### config.mk
export PLATFORM = sky130hd
export DESIGN_NAME = async_byte_rx
export DESIGN_NICKNAME = d
export VERILOG_FILES = /design/src/rtl/rx_pkg.sv /design/src/rtl/rx_line_sync.sv /design/src/rtl/rx_frame_fsm.sv /design/src/rtl/rx_accept_gate.sv /design/src/rtl/async_byte_rx.sv
export SDC_FILE = /design/constraint.sdc
export NUM_CORES = 1
export LEC_CHECK = 0
export BUFFER_PORTS_ARGS = -buffer_cell sky130_fd_sc_hd__buf_2
export CORE_MARGIN = 2
export CORE_UTILIZATION = 50
export CTS_CLUSTER_SIZE = 10
export DETAILED_ROUTE_END_ITERATION = 8
export PLACE_DENSITY = 0.7
export SKIP_CTS_REPAIR_TIMING = 1
export SYNTH_ARGS = -nofsm -noshare
export SYNTH_HDL_FRONTEND = slang
export SYNTH_SLANG_ARGS = --single-unit
### constraint.sdc
create_clock -name clk -period 5.3 [get_ports clk]
set_clock_uncertainty 0.2 [all_clocks]
set_input_delay 0.53 -clock clk [delete_from_list [all_inputs] [get_ports clk]]
set_output_delay 0.53 -clock clk [all_outputs]
set_load 0.02 [all_outputs]
### src/rtl/rx_pkg.sv
package rx_pkg;

    typedef enum logic [1:0] {
        ST_IDLE  = 2'd0,
        ST_START = 2'd1,
        ST_DATA  = 2'd2,
        ST_STOP  = 2'd3
    } rx_state_e;

endpackage

### src/rtl/rx_line_sync.sv
module rx_line_sync #(
    parameter int STAGES = 2
) (
    input  logic clk,
    input  logic rst_n,
    input  logic line_in,
    output logic line_s,
    output logic fall
);
    // Bits [STAGES-1:0] form the synchronizer chain.
    // Bit [STAGES] holds the previous synchronized value for edge detection.
    localparam int W = STAGES + 1;

    logic [W-1:0] pipe_d, pipe_q;

    always_comb begin
        pipe_d = {pipe_q[W-2:0], line_in};
    end

    always_ff @(posedge clk or negedge rst_n) begin
        if (!rst_n) pipe_q <= '1;
        else        pipe_q <= pipe_d;
    end

    assign line_s = pipe_q[STAGES-1];
    assign fall   = pipe_q[STAGES] & ~pipe_q[STAGES-1];
endmodule

### src/rtl/rx_frame_fsm.sv
module rx_frame_fsm
    import rx_pkg::*;
#(
    parameter int OSR       = 16,
    parameter int DATA_BITS = 8
) (
    input  logic                 clk,
    input  logic                 rst_n,
    input  logic                 tick,
    input  logic                 line_s,
    input  logic                 fall,
    output logic                 frame_done,
    output logic [DATA_BITS-1:0] frame_data,
    output logic                 frame_stop
);
    localparam int CNT_W    = $clog2(OSR);
    localparam int IDX_W    = (DATA_BITS > 1) ? $clog2(DATA_BITS) : 1;
    localparam int MID_CNT  = OSR / 2 - 1;
    localparam int LAST_CNT = OSR - 1;

    typedef struct packed {
        rx_state_e            st;
        logic [CNT_W-1:0]     cnt;
        logic [IDX_W-1:0]     idx;
        logic [DATA_BITS-1:0] shreg;
        logic                 done;
        logic                 stop;
    } core_t;

    core_t q, d;

    always_comb begin
        d      = q;
        d.done = 1'b0;
        unique case (q.st)
            ST_IDLE: begin
                if (fall) begin
                    d.st  = ST_START;
                    d.cnt = '0;
                end
            end
            ST_START: begin
                if (tick) begin
                    if (q.cnt == CNT_W'(MID_CNT)) begin
                        d.cnt = '0;
                        d.idx = '0;
                        d.st  = line_s ? ST_IDLE : ST_DATA;
                    end else begin
                        d.cnt = q.cnt + 1'b1;
                    end
                end
            end
            ST_DATA: begin
                if (tick) begin
                    if (q.cnt == CNT_W'(LAST_CNT)) begin
                        d.cnt   = '0;
                        d.shreg = {line_s, q.shreg[DATA_BITS-1:1]};
                        if (q.idx == IDX_W'(DATA_BITS - 1)) d.st = ST_STOP;
                        else                                d.idx = q.idx + 1'b1;
                    end else begin
                        d.cnt = q.cnt + 1'b1;
                    end
                end
            end
            ST_STOP: begin
                if (tick) begin
                    if (q.cnt == CNT_W'(LAST_CNT)) begin
                        d.cnt  = '0;
                        d.stop = line_s;
                        d.done = 1'b1;
                        d.st   = ST_IDLE;
                    end else begin
                        d.cnt = q.cnt + 1'b1;
                    end
                end
            end
            default: d.st = ST_IDLE;
        endcase
    end

    always_ff @(posedge clk or negedge rst_n) begin
        if (!rst_n) q <= '{st: ST_IDLE, cnt: '0, idx: '0, shreg: '0, done: 1'b0, stop: 1'b0};
        else        q <= d;
    end

    assign frame_done = q.done;
    assign frame_data = q.shreg;
    assign frame_stop = q.stop;
endmodule

### src/rtl/rx_accept_gate.sv
module rx_accept_gate #(
    parameter int DATA_BITS = 8
) (
    input  logic                 clk,
    input  logic                 rst_n,
    input  logic                 frame_done,
    input  logic [DATA_BITS-1:0] frame_data,
    input  logic                 frame_stop,
    input  logic                 mp_mode,
    input  logic                 clr,
    output logic                 flag,
    output logic [DATA_BITS-1:0] data,
    output logic                 stop
);
    typedef struct packed {
        logic                 flag;
        logic [DATA_BITS-1:0] data;
        logic                 stop;
    } acc_t;

    acc_t q, d;
    logic take;

    always_comb begin
        d    = q;
        // Commit only when the flag is clear, no clear is pending, and the
        // multiprocessor condition is met.
        take = frame_done && !q.flag && !clr && (!mp_mode || frame_stop);
        if (clr) d.flag = 1'b0;
        if (take) begin
            d.flag = 1'b1;
            d.data = frame_data;
            d.stop = frame_stop;
        end
    end

    always_ff @(posedge clk or negedge rst_n) begin
        if (!rst_n) q <= '0;
        else        q <= d;
    end

    assign flag = q.flag;
    assign data = q.data;
    assign stop = q.stop;
endmodule

### src/rtl/async_byte_rx.sv
module async_byte_rx #(
    parameter int OSR         = 16,
    parameter int DATA_BITS   = 8,
    parameter int SYNC_STAGES = 2
) (
    input  logic                 clk,
    input  logic                 rst_n,
    input  logic                 tick_x16,
    input  logic                 line_in,
    input  logic                 rx_done_clr,
    input  logic                 mp_mode,
    output logic                 rx_done,
    output logic [DATA_BITS-1:0] rx_byte,
    output logic                 rx_stop
);
    logic                 line_s;
    logic                 fall;
    logic                 frame_done;
    logic [DATA_BITS-1:0] frame_data;
    logic                 frame_stop;

    rx_line_sync #(.STAGES(SYNC_STAGES)) u_sync (
        .clk    (clk),
        .rst_n  (rst_n),
        .line_in(line_in),
        .line_s (line_s),
        .fall   (fall)
    );

    rx_frame_fsm #(.OSR(OSR), .DATA_BITS(DATA_BITS)) u_fsm (
        .clk       (clk),
        .rst_n     (rst_n),
        .tick      (tick_x16),
        .line_s    (line_s),
        .fall      (fall),
        .frame_done(frame_done),
        .frame_data(frame_data),
        .frame_stop(frame_stop)
    );

    rx_accept_gate #(.DATA_BITS(DATA_BITS)) u_gate (
        .clk       (clk),
        .rst_n     (rst_n),
        .frame_done(frame_done),
        .frame_data(frame_data),
        .frame_stop(frame_stop),
        .mp_mode   (mp_mode),
        .clr       (rx_done_clr),
        .flag      (rx_done),
        .data      (rx_byte),
        .stop      (rx_stop)
    );
endmodule

==> run_results.csv <==
group,metric,value,unit
status,outcome,"complete, no violations",
sta,rsz0062_at_grt,"no",
power_and_ir_drop,netSwitchingFraction,25.0,%
clock_network,cts-root-buf,"clkbuf_4",
floorplan,die_y,57.2,µm
detailed_routing,antenna_left,0,
worst_hold_path,holdCritPathClass,"primary input to asynchronous set/reset pin",
layout,multiInputGateArea,574,µm²
power_and_ir_drop,p_comb_share,9.5,%
clock_network,clkTransAtPathRegs,90,ps
power_and_ir_drop,p_sw,0.136,mW
logic_synthesis,synth_compound_area_share,7.69,%
grt,antenna_found_initial,0,
power_and_ir_drop,p_leak,0.799,nW
power_and_ir_drop,p_int,0.407,mW
layout,layout_commonest_cell,"dfrtp_1",
grt,grt_pass1_wl,3860,µm
placement,port_buffers,15,
detailed_routing,viasPerCell,5.71,
sta,fin_setup_tns,0,ps
sta,post-route-min-period,2000,ps
layout,mostFrequentLayoutCells,"dfrtp_1 (29), mux2_2 (17), buf_2 (15)",
logic_synthesis,synthCells,105,
setup_path,cp_slowest_cell,"dfrtp_1",
floorplan,rows,19,
setup_path,endpoint_kind,"flip-flop",
power_and_ir_drop,clockPowerShare,38.0,%
clock_network,clock_latency,340,ps
detailed_routing,drt-initial-drc-count,24,
logic_synthesis,synth-simple-area-share,13.5,%
detailed_routing,drc,0,
sta,period_share,37.7,%
detailed_routing,dr.pass1.iters,4,
floorplan,die_width,57.2,µm
detailed_routing,wl,2250,µm
logic_synthesis,synth_fp_nets,114,
logic_synthesis,synthTopCellsByArea,"dfrtp_1 (51%), mux2_2 (14%), dfstp_2 (5.6%)",
clock_network,cts_sinks,32,
power_and_ir_drop,ir_drop,0.244,mV
flow_run,drv_cap,0,
logic_synthesis,synth_area,1420,µm²
grt,grt_overflow_total,0,
sta,fin_ws,3300,ps
setup_path,worstSetupStartpointType,"flip-flop",
sta,relSlewSlack,55.1,%
placement,dp_worst_setup_slack,3330,ps
logic_synthesis,synth_top_cell_area_share,51.3,%
logic_synthesis,synthAdderAreaFrac,2.65,%
clock_network,clock_path_buffers,2,
setup_path,worstPathArrival,2030,ps
clock_network,ctsHtreeMaxLevel,2,
layout,drive_above_1_share,40.7,%
sta,hold_viol,0,
logic_synthesis,avgSynthCellArea,13.5,µm²
placement,gp_congestion,0.793,
layout,regArea,805,µm²
grt,grt_pass1_vias,821,
power_and_ir_drop,power_density,339,nW/µm²
logic_synthesis,synthFlopType,"dfrtp_1",
sta,setup_violations,0,
logic_synthesis,synth_edf_count,0,
floorplan,num_io_pins,16,
layout,area_growth,13.0,%
floorplan,dieArea,3270,µm²
sta,tightest_slew,673,ps
logic_synthesis,async_reset_ff_share,100,%
layout,diodes,0,
logic_synthesis,muxShareOfSynthArea,16.7,%
detailed_routing,route.detailed.wl_per_inst,14.6,µm
clock_network,cts_tree,"done",
layout,nets,131,
setup_path,required,5330,ps
layout,design_area,1600,µm²
logic_synthesis,synth_top_area_cell,"dfrtp_1",
grt,grt_start_max_net_pins,33,
layout,n_fill_cell,219,
setup_path,crit_path_max_fanout,8,
logic_synthesis,synth_top_family_by_area,"multiplexers",
placement,hpwl,1570,µm
grt,grt_usage,16.2,%
sta,finalMaxSlewViolations,0,
logic_synthesis,synth_warnings,0,
detailed_routing,via_count,879,
placement,post_dp_cell_area,1500,µm²
logic_synthesis,ys_types,35,
setup_path,crit_type,"flip-flop to flip-flop",
logic_synthesis,ys_ff_latch,32,
floorplan,initial_core_util,51.8,%
clock_network,numCtsBuffers,5,
setup_path,crit_path_max_incr_delay,400,ps
setup_path,path_cells,"ha_1 > nand3_2 > nor3_4 > mux2_2",
sta,max_freq,501,MHz
power_and_ir_drop,power,0.543,mW
floorplan,coreArea,2730,µm²
logic_synthesis,ys_seq_area_share,56.9,%
logic_synthesis,synth_xor_area_share,0,%
power_and_ir_drop,p_seq_share,52.4,%
worst paths after layout:
kind | startpoint | end | slack (ps) | depth (start not counted)
setup / recovery | u_fsm.q[13]$_DFFE_PN0P_ | u_fsm.frame_data[6]$_DFFE_PN0P_ | 3300 | 4
hold / removal | rst_n | u_fsm.q[15]$_DFFE_PN0P_ | 20 | 1
setup reg to reg | u_fsm.q[13]$_DFFE_PN0P_ | u_fsm.frame_data[6]$_DFFE_PN0P_ | 3300 | 4
hold reg to reg | u_sync.pipe_q[0]$_DFF_PN1_ | u_sync.pipe_q[1]$_DFF_PN1_ | 170 | 0
max in group asynchronous | rst_n | u_fsm.q[11]$_DFFE_PN0P_ | 4440 | 1
min in group clk | line_in | u_sync.pipe_q[0]$_DFF_PN1_ | 80 | 1
per-stage QoR:
stage          hold WS (ps)  utilization [%]  cells
6_report               19.9             58.5    154
5_1_grt                51.5             58.5    154
4_1_cts                37.0             58.5    154
3_5_place_dp            148             55.0    146
3_3_place_gp            145             55.0    146
2_1_floorplan          34.4                -    105
worst max-delay path: cells and delay by family (launching register included):
family,cells,cell delay [ps]
adders and majority gates,1,280
and+or+nand+nor,2,630
muxes,1,380
DFF,1,400
logic make-up (layout without fill, tap and decap cells):
kind of cell,after synthesis,count (layout)
flip-flops,32,32
AND/OR/NAND/NOR,26,26
multiplexers,21,21
AO/OA/AOI/OAI,15,15
buffers and inverters,8,26
adder cells (fa/ha/maj),3,3
layer usage:
layer | wire, µm | track usage, %
met5 | 0 | 0
met4 | 53 | 8.64
met3 | 155 | 7.48
met2 | 992 | 21.5
met1 | 1050 | 22.0
cell usage after synthesis (2+ instances only):
cell type	count
ha_1	3
mux2_1	4
o211ai_1	2
mux2_2	17
inv_1	2
and3_1	3
o21ai_0	3
buf_2	5
nand3_1	2
nand3b_1	2
dfrtp_1	29
a22o_1	2
nor4_1	3
dfstp_2	3
nor2_1	5
sequential cells by signal, indices dropped and copies added, names as in the netlist:
register          count
u_gate.data           8
u_gate.flag           1
u_fsm.frame_data      8
u_fsm.frame_stop      1
u_fsm.frame_done      1
u_fsm.q               9
u_sync.pipe_q         3
u_gate.stop           1
area by class of cell:
class / count / area share [%]
flip-flops and latches: 32 / 50.3
multi-input cells: 65 / 35.9
repair buffers: 15 / 4.69
clock buffers: 7 / 4.07
well taps: 31 / 2.43
clock inverters: 1 / 1.88
inverters: 3 / 0.704
power groups by stage:
| stage | registers [mW] | logic [mW] | clock network, mW |
|---|---|---|---|
| 3_3_place_gp | 0.287 | 0.0496 | 0 |
| 5_1_grt | 0.288 | 0.0585 | 0.225 |
| 6_report | 0.285 | 0.0518 | 0.206 |
| 2_1_floorplan | 0.271 | 0.0553 | 0 |
| 3_5_place_dp | 0.288 | 0.0526 | 0 |
| 4_1_cts | 0.284 | 0.0526 | 0.212 |
(Power assumes the default switching activity.)
